## config.mk

```make
export PLATFORM = sky130hd
export DESIGN_NAME = ea_gen_unit
export DESIGN_NICKNAME = d
export VERILOG_FILES = /design/src/rtl/ea_pkg.sv /design/src/rtl/ea_ptr_step.sv /design/src/rtl/ea_seq.sv /design/src/rtl/ea_gen_unit.sv
export SDC_FILE = /design/constraint.sdc
export NUM_CORES = 1
export LEC_CHECK = 0
export BUFFER_PORTS_ARGS = -buffer_cell sky130_fd_sc_hd__buf_4
export CAP_MARGIN = 20
export CORE_MARGIN = 1
export CORE_UTILIZATION = 58
export DETAILED_ROUTE_END_ITERATION = 7
export PLACE_DENSITY = 0.86
export RECOVER_POWER = 50
export SYNTH_ARGS = -nofsm -noshare
export SYNTH_HDL_FRONTEND = slang
export SYNTH_SLANG_ARGS = --single-unit
```

## constraint.sdc

```tcl
create_clock -name clk -period 7.5 [get_ports clk]
set_input_delay 1.875 -clock clk [delete_from_list [all_inputs] [get_ports clk]]
set_output_delay 1.875 -clock clk [all_outputs]
set_load 0.01 [all_outputs]
```

## src/rtl/ea_pkg.sv

```systemverilog
package ea_pkg;
  typedef enum logic [2:0] {
    M_DIR     = 3'd0,
    M_IND     = 3'd1,
    M_REG     = 3'd2,
    M_RIND    = 3'd3,
    M_POSTINC = 3'd4,
    M_PREDEC  = 3'd5,
    M_POSTDEC = 3'd6,
    M_PREINC  = 3'd7
  } ea_mode_e;

  typedef enum logic {
    S_IDLE = 1'b0,
    S_WAIT = 1'b1
  } ea_state_e;
endpackage

```

## src/rtl/ea_ptr_step.sv

```systemverilog
module ea_ptr_step
  import ea_pkg::*;
#(
  parameter int AW = 12
) (
  input  ea_mode_e        mode,
  input  logic [AW-1:0]   ptr,
  output logic [AW-1:0]   ptr_ea,
  output logic [AW-1:0]   ptr_nxt,
  output logic            ptr_wr
);
  logic [AW-1:0] plus_one;
  logic [AW-1:0] minus_one;

  // Modulo 2^AW wrap comes from the truncating width.
  assign plus_one  = ptr + AW'(1);
  assign minus_one = ptr - AW'(1);

  always_comb begin
    ptr_ea  = ptr;
    ptr_nxt = ptr;
    ptr_wr  = 1'b0;
    case (mode)
      M_POSTINC: begin ptr_ea = ptr;       ptr_nxt = plus_one;  ptr_wr = 1'b1; end
      M_POSTDEC: begin ptr_ea = ptr;       ptr_nxt = minus_one; ptr_wr = 1'b1; end
      M_PREDEC:  begin ptr_ea = minus_one; ptr_nxt = minus_one; ptr_wr = 1'b1; end
      M_PREINC:  begin ptr_ea = plus_one;  ptr_nxt = plus_one;  ptr_wr = 1'b1; end
      default:   begin ptr_ea = ptr;       ptr_nxt = ptr;       ptr_wr = 1'b0; end
    endcase
  end
endmodule

```

## src/rtl/ea_seq.sv

```systemverilog
module ea_seq
  import ea_pkg::*;
#(
  parameter int AW = 12,
  parameter int DW = 16,
  parameter int RW = 3
) (
  input  logic            clk,
  input  logic            rst_n,
  input  logic            start,
  input  ea_mode_e        mode,
  input  logic [AW-1:0]   addr_field,
  input  logic [RW-1:0]   reg_sel,
  input  logic [AW-1:0]   ptr_ea,
  input  logic [AW-1:0]   ptr_nxt,
  input  logic            ptr_wr,
  input  logic            mem_valid,
  input  logic [DW-1:0]   mem_rdata,
  output logic            mem_req,
  output logic [AW-1:0]   mem_addr,
  output logic            rf_we,
  output logic [RW-1:0]   rf_waddr,
  output logic [AW-1:0]   rf_wdata,
  output logic [AW-1:0]   ea,
  output logic            ea_is_reg,
  output logic            done,
  output logic            busy
);
  ea_state_e     state_q, state_d;
  logic          accept;
  logic          ptr_done;
  logic          done_d;
  logic [AW-1:0] ea_d;
  logic          is_reg_d;
  logic          maddr_en;

  assign accept   = start && (state_q == S_IDLE);
  assign ptr_done = (state_q == S_WAIT) && mem_valid;
  assign maddr_en = accept && (mode == M_IND);

  always_comb begin
    state_d = state_q;
    if (maddr_en)      state_d = S_WAIT;
    else if (ptr_done) state_d = S_IDLE;
  end

  always_comb begin
    done_d   = 1'b0;
    ea_d     = ea;
    is_reg_d = ea_is_reg;
    if (accept && (mode != M_IND)) begin
      done_d   = 1'b1;
      is_reg_d = (mode == M_REG);
      case (mode)
        M_DIR:   ea_d = addr_field;
        M_REG:   ea_d = AW'(reg_sel);
        default: ea_d = ptr_ea;
      endcase
    end else if (ptr_done) begin
      done_d   = 1'b1;
      is_reg_d = 1'b0;
      ea_d     = mem_rdata[AW-1:0];
    end
  end

  always_ff @(posedge clk or negedge rst_n) begin
    if (!rst_n) begin
      state_q   <= S_IDLE;
      done      <= 1'b0;
      ea        <= '0;
      ea_is_reg <= 1'b0;
      mem_addr  <= '0;
      rf_we     <= 1'b0;
      rf_waddr  <= '0;
      rf_wdata  <= '0;
    end else begin
      state_q <= state_d;
      done    <= done_d;
      rf_we   <= accept && ptr_wr;
      if (done_d) begin
        ea        <= ea_d;
        ea_is_reg <= is_reg_d;
      end
      if (maddr_en) mem_addr <= addr_field;
      if (accept && ptr_wr) begin
        rf_waddr <= reg_sel;
        rf_wdata <= ptr_nxt;
      end
    end
  end

  assign mem_req = (state_q == S_WAIT);
  assign busy    = (state_q == S_WAIT);

  // request and address stay put until memory answers
  a_r3_req_hold: assert property (@(posedge clk) disable iff (!rst_n)
    mem_req && !mem_valid |=> mem_req && $stable(mem_addr));
  // the answer ends the wait with a result strobe
  a_r3_valid_done: assert property (@(posedge clk) disable iff (!rst_n)
    mem_req && mem_valid |=> done && !mem_req);
  // writeback only alongside the result strobe
  a_r11_we_with_done: assert property (@(posedge clk) disable iff (!rst_n)
    rf_we |-> done);
  // a result never coexists with an outstanding pointer read
  a_r11_done_idle: assert property (@(posedge clk) disable iff (!rst_n)
    done |-> !mem_req);
  // a start during the wait creates no writeback
  a_r9_ignore_busy: assert property (@(posedge clk) disable iff (!rst_n)
    mem_req && start |=> !rf_we);
endmodule

```

## src/rtl/ea_gen_unit.sv

```systemverilog
module ea_gen_unit
  import ea_pkg::*;
#(
  parameter int AW   = 12,
  parameter int DW   = 16,
  parameter int NREG = 8,
  localparam int RW  = $clog2(NREG)
) (
  input  logic            clk,
  input  logic            rst_n,
  input  logic            start,
  input  logic [2:0]      mode,
  input  logic [AW-1:0]   addr_field,
  input  logic [RW-1:0]   reg_sel,
  output logic [RW-1:0]   rf_raddr,
  input  logic [AW-1:0]   rf_rdata,
  output logic            rf_we,
  output logic [RW-1:0]   rf_waddr,
  output logic [AW-1:0]   rf_wdata,
  output logic            mem_req,
  output logic [AW-1:0]   mem_addr,
  input  logic            mem_valid,
  input  logic [DW-1:0]   mem_rdata,
  output logic [AW-1:0]   ea,
  output logic            ea_is_reg,
  output logic            done,
  output logic            busy
);
  ea_mode_e      mode_e;
  logic [AW-1:0] ptr;
  logic [AW-1:0] ptr_ea;
  logic [AW-1:0] ptr_nxt;
  logic          ptr_wr;

  assign mode_e   = ea_mode_e'(mode);
  assign rf_raddr = reg_sel;
  // Forward a pointer whose writeback has not landed yet.
  assign ptr = (rf_we && (rf_waddr == reg_sel)) ? rf_wdata : rf_rdata;

  ea_ptr_step #(.AW(AW)) u_step (
    .mode    (mode_e),
    .ptr     (ptr),
    .ptr_ea  (ptr_ea),
    .ptr_nxt (ptr_nxt),
    .ptr_wr  (ptr_wr)
  );

  ea_seq #(.AW(AW), .DW(DW), .RW(RW)) u_seq (
    .clk        (clk),
    .rst_n      (rst_n),
    .start      (start),
    .mode       (mode_e),
    .addr_field (addr_field),
    .reg_sel    (reg_sel),
    .ptr_ea     (ptr_ea),
    .ptr_nxt    (ptr_nxt),
    .ptr_wr     (ptr_wr),
    .mem_valid  (mem_valid),
    .mem_rdata  (mem_rdata),
    .mem_req    (mem_req),
    .mem_addr   (mem_addr),
    .rf_we      (rf_we),
    .rf_waddr   (rf_waddr),
    .rf_wdata   (rf_wdata),
    .ea         (ea),
    .ea_is_reg  (ea_is_reg),
    .done       (done),
    .busy       (busy)
  );
endmodule

```

Word level (Yosys, flattened, before mapping):

Cells that the tools add are included.

* register bits after elaboration: 43
* bits of input ports: 50
* output and inout bits: 47
* word-level logic and storage cells: 44

* add/subtract/negate cells: 2
* eq/ne operators: 8
* mux-type cells: 12
* bitwise logic cells: 1
* reduce and logical (&&, ||, !) cells: 13

Operators by type and width (number)
* one-hot mux 12 bit (2 select lines): 3
* two-way mux 12 bit: 3
* adder 12 x 1 -> 12 bit (second input constant): 1
* equality test 3 bit (second input constant): 4
* subtractor 12 x 1 -> 12 bit (second input constant): 1
* logical AND 1 bit: 6
* two-way mux 1 bit: 6
* nonzero test 2 bit: 2
* OR reduction 2 bit: 2
* OR reduction 4 bit: 1
* equality test 3 x 1 -> 1 bit (second input constant): 1
* equality test 3 x 2 -> 1 bit (second input constant): 1
* equality test 3 bit: 1
* zero test 3 bit: 1
* != test 3 x 1 -> 1 bit (second input constant): 1
* AND reduction 2 bit: 1
* NOT 1 bit: 1

Depth between registers and ports, before layout:

Gate-level depths: netlist of the first run.

* depth after elaboration: 7
* mapped depth: 12
* mapped depth without buffers: 11

By module:

From an unflattened synthesis of the first run, not the netlist that was laid out.

* cell total of the unflattened synthesis: 334
* area, all modules: 3050.4 um^2

Modules (own cells, without submodules)
* ea_seq: instances 1, cells an instance 176, area an instance 1905.6 um^2, sequential area each 1076.0 um^2
* ea_ptr_step: instances 1, cells an instance 138, area an instance 899.6 um^2, sequential area each 0.0 um^2
* ea_gen_unit: instances 1, cells an instance 20, area an instance 245.2 um^2, sequential area each 0.0 um^2

Worst setup path after synthesis of the first run:

Ideal clock, no wire load.

* path type: input port to flip-flop
* start: input port reg_sel[1]
* end: register u_seq.ea[6]
* setup time: 0.086 ns
* data arrival time: 4.200 ns
* required time: 7.414 ns
* slack: 3.214 ns
* stages on the path: 12
* path buffers: 1
* path through: xnor2_2 nand4_2 buf_4 mux2i_2 inv_1 ha_1 nand2_1 or3_1 nor2_1 nor3_1 or4_1 a32oi_1

* word-level cells in the longest chain between the ends: 7
* elaborated cells between the ends (all ways): 8
* those cells by class: 2 x add/sub; 1 x eq/ne; 4 x mux; 1 x reduce/logical

Ends and longest elaborated chain
* start: declaration: RTL line ea_gen_unit.sv:14 `input logic [RW-1:0] reg_sel,`
* equality test 3 bit *: RTL line ea_gen_unit.sv:38 `assign ptr = (rf_we && (rf_waddr == reg_sel)) ? rf_wdata : rf_rdata;`
* logical AND 1 bit *: RTL line ea_gen_unit.sv:38
* two-way mux 12 bit *: RTL line ea_gen_unit.sv:38
* adder 12 x 1 -> 12 bit or subtractor 12 x 1 -> 12 bit (tied branches): RTL line ea_ptr_step.sv:16, ea_ptr_step.sv:17
* one-hot mux 12 bit (2 select lines) *: RTL line ea_ptr_step.sv:23 `case (mode)`
* one-hot mux 12 bit (2 select lines) *: RTL line ea_seq.sv:54 `case (mode)`
* two-way mux 12 bit *: RTL line ea_seq.sv:51 `if (accept && (mode != M_IND)) begin`
* end signal: assignment: RTL line ea_seq.sv:70 `ea <= '0;`
* end signal: assignment: RTL line ea_seq.sv:81 `ea <= ea_d;`
* end: declaration: RTL line ea_seq.sv:24 `output logic [AW-1:0] ea,`

Mark *: on every way between the ends. The rest lies on a longest branch, timed or not.
A chain may end at the register's enable or synchronous reset.

Worst setup path after layout of the first run:

Same ends and word-level chain as after synthesis.

==> results of run 1 <==
==> cells in the mapped netlist (6+ instances only) <==
library cell	n	area share [%]
a21oi_1	19	2.5
nand4_1	6	1.0
o211ai_1	6	1.2
a31oi_1	11	1.8
inv_1	12	1.2
nor2b_1	8	1.3
buf_4	8	1.6
nor3_1	10	1.3
buf_2	10	1.3
nand3_1	20	2.7
nor2_1	31	3.1
xor2_1	16	3.8
clkbuf_1	11	1.1
o21ai_0	14	1.9
nand2_1	71	7.1
mux2i_1	21	5.6
xnor2_1	21	4.9
buf_1	7	0.70
dfrtp_1	43	29
a211oi_1	9	1.8
mux2_2	13	3.9
and3_1	6	1.0
==> logic make-up after synthesis <==
kind of cell	after synthesis	synth area share, %
XOR/XNOR	40	10.0
multiplexers	38	11.6
buffers and inverters	53	7.11
flip-flops	43	28.8
AO/OA/AOI/OAI	94	16.8
AND/OR/NAND/NOR	184	24.9
adder cells (fa/ha/maj)	2	0.671
==> stage by stage <==
stage | std cells | hold WS [ns] | area [um2] | setup WS [ns]
final | 593 | 0.513 | 4380 | 3.17
after global routing | 593 | 0.540 | 4380 | 3.00
after CTS | 593 | 0.519 | 4470 | 3.22
after detailed placement | 585 | 0.496 | 4330 | 2.91
after global placement | 585 | 0.489 | 4330 | 2.99
after floorplan | 454 | 0.543 | 3730 | 3.21
==> cells in the final DEF (no fill, tap or decap), types with 3 or more instances in the layout <==
master,synthesis,final
xnor2_1,21,21
nor3_2,3,3
mux2_2,13,13
xor2_1,16,16
a221oi_1,4,4
and2_1,4,4
or3_1,5,5
a31oi_1,11,11
a211oi_1,9,9
a32oi_1,3,3
dfrtp_1,43,43
o21ai_0,14,13
mux2i_1,21,21
clkbuf_8,0,5
nand4_1,6,6
nand2_1,71,71
nand3_1,20,20
nor2b_1,8,8
inv_1,12,12
clkbuf_1,11,24
a21oi_1,19,19
nor3_1,10,10
a41oi_1,3,3
nor2_1,31,31
xnor2_2,3,3
buf_4,8,72
and3_1,6,6
nor4_1,3,3
o211ai_1,6,6
o21ai_1,5,6
==> worst max path at each step <==
| stage | start | cells after the start | to |
|---|---|---|---|
| after floorplan | reg_sel[1] | 12 | u_seq.ea[6]$_DFFE_PN0P_ |
| after global placement | reg_sel[1] | 12 | u_seq.ea[6]$_DFFE_PN0P_ |
| after detailed placement | reg_sel[1] | 10 | u_seq.rf_wdata[8]$_DFFE_PN0P_ |
| after CTS | reg_sel[1] | 11 | u_seq.rf_wdata[6]$_DFFE_PN0P_ |
| after global routing | reg_sel[1] | 11 | u_seq.rf_wdata[6]$_DFFE_PN0P_ |
| final | reg_sel[1] | 12 | u_seq.ea[6]$_DFFE_PN0P_ |
==> power breakdown <==
part	internal (W)	switching, W	total [W]
clock network	0.000135	0.0000988	0.000234
registers	0.000276	0.0000625	0.000339
logic	0.000135	0.000166	0.000301
==> area by class of cell <==
class / instances / area, um2 / area share (%)
Tap cell: 75 / 93.8 / 2.14
Clock inverter: 3 / 71.3 / 1.63
Clock buffer: 5 / 68.8 / 1.57
Timing Repair Buffer: 96 / 631 / 14.4
Inverter: 13 / 48.8 / 1.11
Sequential cell: 43 / 1080 / 24.6
Multi-Input combinational cell: 358 / 2390 / 54.6
==> per-layer routing <==
metal | up-vias | wire [um] | track usage [%]
met3 | 31 | 837 | 6.81
met2 | 199 | 5990 | 63.5
li1 | 1746 | - | -
met5 | - | 0 | 0
met1 | 1831 | 4760 | 46.2
met4 | 0 | 346 | 15.3
==> run_results.csv, run 1 <==
group,metric,value,unit
worst_setup_path,reg2reg_slack,4.45,ns
floorplanning,io_pins,97,
worst_setup_path,path_class,"primary input to flip-flop",
place,dpl.hpwl,8.75,mm
sta,fmax,0.231,GHz
logic_synthesis,synth-edff-count,0,
flow_run,cap_violations,1,
worst_setup_path,crit_path_top_delay_cell,"or4_1",
logic_synthesis,async_flop_share,100,%
logic_synthesis,syn_area,0.00373,mm2
cts,cts_root_buf,"clkbuf_8",
power_and_ir_drop,power,0.000874,W
sta,tightest_slew,2.42,ns
worst_setup_path,r2r_cells,11,
worst_setup_path,crit_fanout,7,
global_route,antenna_found_initial,0,
worst_setup_path,critPathLaunchType,"primary input",
sta,setup_viol,0,
logic_synthesis,ys_seq_area_share,28.8,%
sta,finalClockSkew,0.0108,ns
power_and_ir_drop,vdd_ir_drop_max,0.000161,V
detailed_routing,ant_nets,0,
cts,cts_tree,"built",
run_status,status,"finished with violations",
sta,final_hold_viol_count,0,
worst_setup_path,critPathArrivalTime,4.55,ns
layout,drive_gt1_share,21.2,%
detailed_routing,num_vias,3807,
floorplanning,core,0.00606,mm2
detailed_routing,routed_wl,11.9,mm
global_route,grt_max_degree,44,
cts,cts_buffers,5,
layout,top_regs,"u_seq.ea x12, u_seq.mem_addr x12, u_seq.rf_wdata x12",
cts,cts_buffer_depth,2,
place,place_congestion,0.922,
run_status,violations,"capacitance limit, slew limit",
sta,period_minus_slack,4.33,ns
global_route,gr-total-overflow,0,
cts,hold_buffers,0,
worst_setup_path,cp_slowest_stage_delay,0.49,ns
layout,insertedDiodeCount,0,
hold_path,whs_path_depth,1,
sta,slew_violations,44,
global_route,grt_usage,37.3,%
global_route,grt_pass1_wl,18.5,mm
floorplanning,die_area,0.00676,mm2
cts,ctsHtreeMaxLevel,2,
layout,nFillCells,479,
logic_synthesis,synthDistinctLibCells,66,
layout,synthToLayoutAreaGrowth,17.4,%
floorplanning,die_h,82.2,um
floorplanning,initial_core_util,61.5,%
sta,finalCritPeriodShare,57.7,%
logic_synthesis,ys.flop_type,"dfrtp_1",
worst_setup_path,path_buf_inv,2,
cts,post-cts-setup-buffers,0,
logic_synthesis,syn-num-nets,506,
sta,slew_headroom,-61.0,%
place,io_buffers,92,
cts,clk_pin_slew_worst_paths,0.10,ns
hold_path,hp-class,"flip-flop to flip-flop",
hold_path,whs_endpoint,"u_seq.mem_addr[4]$_DFFE_PN0P_",
logic_synthesis,synthCells,454,
worst_setup_path,crit_family,"simple AND/OR/NAND/NOR gates",
detailed_routing,routedWlPerCell,20.1,um
cts,numClockSinks,43,
sta,setup_tns,0,ns
cts,clock_latency,0.31,ns
logic_synthesis,yosysWarnings,0,
logic_synthesis,synth_area_per_cell,8.22,um2
power_and_ir_drop,powerDensity,200,mW/mm2
detailed_routing,drt_pass1_iterations,6,
logic_synthesis,ys_ff_latch,43,
worst_setup_path,critPathCaptureType,"flip-flop",
power_and_ir_drop,leakage,1.89,nW
floorplanning,core.rowCount,28,
layout,finalNetCount,569,
worst_setup_path,crit_chain,"buf_4 > xnor2_2 > nand4_2 > mux2i_2 > inv_1 > ha_1 > nand2_1 > or3_1 > nor2_1 > nor3_1 > or4_1 > a32oi_1",
sta,rsz0062_at_grt,"false",
worst_setup_path,timing.rr.end,"u_seq.ea[6]$_DFFE_PN0P_",
hold_path,min_from,"u_seq.mem_addr[4]$_DFFE_PN0P_",
worst_setup_path,r2r_start,"u_seq.rf_waddr[1]$_DFFE_PN0P_",
floorplanning,die_w,82.2,um
layout,final_core_util,72.2,%
detailed_routing,drt_iter0_markers,280,
cts,cts_resized,0,
global_route,first_global_vias,3682,
worst_setup_path,cp.required,7.73,ns
detailed_routing,post-route-drc-count,0,
detailed_routing,vias_per_cell,6.42,
Power figures use the tool's default switching activity.
==> inputs of run 2 (changes only) <==
--- a/config.mk
+++ b/config.mk
@@ -8,9 +8,9 @@
 export BUFFER_PORTS_ARGS = -buffer_cell sky130_fd_sc_hd__buf_4
 export CAP_MARGIN = 20
 export CORE_MARGIN = 1
-export CORE_UTILIZATION = 58
+export CORE_UTILIZATION = 54
 export DETAILED_ROUTE_END_ITERATION = 7
-export PLACE_DENSITY = 0.86
+export PLACE_DENSITY = 0.81
 export RECOVER_POWER = 50
 export SYNTH_ARGS = -nofsm -noshare
 export SYNTH_HDL_FRONTEND = slang
==> constraint.sdc (replaced) <==
create_clock -name clk -period 4.5 [get_ports clk]
set_input_delay 1.125 -clock clk [delete_from_list [all_inputs] [get_ports clk]]
set_output_delay 1.125 -clock clk [all_outputs]
set_load 0.01 [all_outputs]
==> run_results.csv, run 2 (same netlist as run 1, synthesis figures left out) <==
group,metric,value,unit
run_status,status,"finished with violations",
run_status,violations,"capacitance limit, slew limit",
cts,cts_resized,0,
worst_setup_path,cp.required,4.70,ns
layout,layout_common_cells,"74 x buf_4, 71 x nand2_1, 43 x dfrtp_1, 31 x nor2_1, 24 x clkbuf_1",
hold_path,hp-class,"flip-flop to flip-flop",
layout,finalNetCount,571,
floorplanning,die_w,85.1,um
floorplanning,die_area,0.00724,mm2
sta,slew_headroom,-58.7,%
global_route,grt_max_degree,44,
place,io_buffers,92,
place,place_congestion,0.915,
detailed_routing,vias_per_cell,6.26,
sta,rsz0062_at_grt,"false",
worst_setup_path,critPathArrivalTime,3.72,ns
detailed_routing,routed_wl,11.4,mm
cts,hold_buffers,0,
flow_run,cap_violations,1,
floorplanning,core.rowCount,29,
cts,cts_buffers,5,
worst_setup_path,crit_fanout,5,
power_and_ir_drop,powerDensity,329,mW/mm2
worst_setup_path,crit_family,"multiplexers",
cts,numClockSinks,43,
worst_setup_path,path_class,"primary input to flip-flop",
layout,top_regs,"u_seq.ea x12, u_seq.mem_addr x12, u_seq.rf_wdata x12",
floorplanning,die_h,85.1,um
power_and_ir_drop,vdd_ir_drop_max,0.000220,V
detailed_routing,ant_nets,0,
cts,cts_buffer_depth,2,
global_route,first_global_vias,3541,
sta,finalCritPeriodShare,78.1,%
sta,tightest_slew,2.38,ns
detailed_routing,drt_iter0_markers,252,
sta,fmax,0.285,GHz
global_route,grt_pass1_wl,18.2,mm
layout,instances_no_fill,597,
cts,cts_tree,"built",
detailed_routing,drt_pass1_iterations,5,
global_route,grt_usage,32.7,%
cts,post-cts-setup-buffers,0,
detailed_routing,num_vias,3738,
sta,setup_viol,0,
place,placed_area,0.00435,mm2
floorplanning,io_pins,97,
floorplanning,core,0.00649,mm2
sta,whs,0.512,ns
worst_setup_path,crit_path_top_delay_cell,"mux4_1",
sta,setup_tns,0,ns
worst_setup_path,critPathLaunchType,"primary input",
layout,final_common_cell,"buf_4",
worst_setup_path,critPathCaptureType,"flip-flop",
layout,stdcell_area,0.00440,mm2
floorplanning,initial_core_util,57.4,%
cts,clk_pin_slew_worst_paths,0.10,ns
place,dpl.cell_count,589,
place,dpl.hpwl,8.45,mm
sta,period_minus_slack,3.51,ns
cts,ctsHtreeMaxLevel,2,
global_route,gr-total-overflow,0,
sta,slew_violations,44,
worst_setup_path,crit_chain,"buf_4 > xnor2_2 > nand4_2 > mux2i_2 > ha_1 > nor2b_1 > nand4b_1 > mux4_1 > xnor2_1 > o21ai_1",
sta,final_hold_viol_count,0,
sta,finalClockSkew,0.00581,ns
detailed_routing,post-route-drc-count,0,
detailed_routing,routedWlPerCell,19.1,um
cts,cts_root_buf,"clkbuf_8",
cts,clock_latency,0.32,ns
global_route,antenna_found_initial,0,
layout,drive_gt1_share,21.5,%
worst_setup_path,cp_slowest_stage_delay,0.55,ns
layout,insertedDiodeCount,0,
power_and_ir_drop,leakage,1.89,nW
layout,synthToLayoutAreaGrowth,17.8,%
worst_setup_path,path_buf_inv,1,
[run 2: stage by stage]
step / power, W / utilization [%] / setup WS, ns
2_1_floorplan: 0.000862 / - / 0.964
3_3_place_gp: 0.00109 / 66.9 / 0.741
3_5_place_dp: 0.00110 / 66.9 / 0.683
4_1_cts: 0.00149 / 69.1 / 1.01
5_1_grt: 0.00151 / 67.7 / 0.786
6_report: 0.00145 / 67.7 / 0.987
[run 2: path summary, 6_finish.rpt]
path                                                     from                             to  slack, ns  cells after the start
worst min register to register  u_seq.mem_addr[8]$_DFFE_PN0P_  u_seq.mem_addr[8]$_DFFE_PN0P_       0.51                      1
worst max register to register  u_seq.rf_waddr[1]$_DFFE_PN0P_  u_seq.rf_wdata[8]$_DFFE_PN0P_       1.51                      9
worst min-delay path            u_seq.mem_addr[8]$_DFFE_PN0P_  u_seq.mem_addr[8]$_DFFE_PN0P_       0.51                      1
min in group asynchronous                               rst_n         u_seq.busy$_DFFE_PN0P_       1.51                      1
worst max-delay path                               reg_sel[1]  u_seq.rf_wdata[8]$_DFFE_PN0P_       0.99                     10
max in group asynchronous                               rst_n  u_seq.rf_wdata[6]$_DFFE_PN0P_       1.63                      1
[run 2: area by class of cell]
class | instances | area, um2
clock buffer | 5 | 68.8
clock inverter | 3 | 71.3
fill | 602 | 2100
inverter | 13 | 48.8
multi-input combinational | 358 | 2390
sequential | 43 | 1080
tap | 77 | 96.3
timing repair buffer | 98 | 646
[run 2: where the power goes]
part           leakage [nW]  total [W]  switching (W)  internal, W
combinational          1.31   0.000496       0.000270     0.000226
sequential            0.519   0.000562       0.000101     0.000460
clock                0.0703   0.000390       0.000165     0.000226
total                  1.89    0.00145       0.000536     0.000912
[run 2: metal layers]
layer / up-vias / part of all wire, % / global-route usage (%)
li1: 1747 / - / -
met1: 1812 / 42 / 43.3
met2: 159 / 48 / 54.4
met3: 20 / 6.9 / 4.18
met4: 0 / 2.8 / 12.8
met5: - / 0 / 0
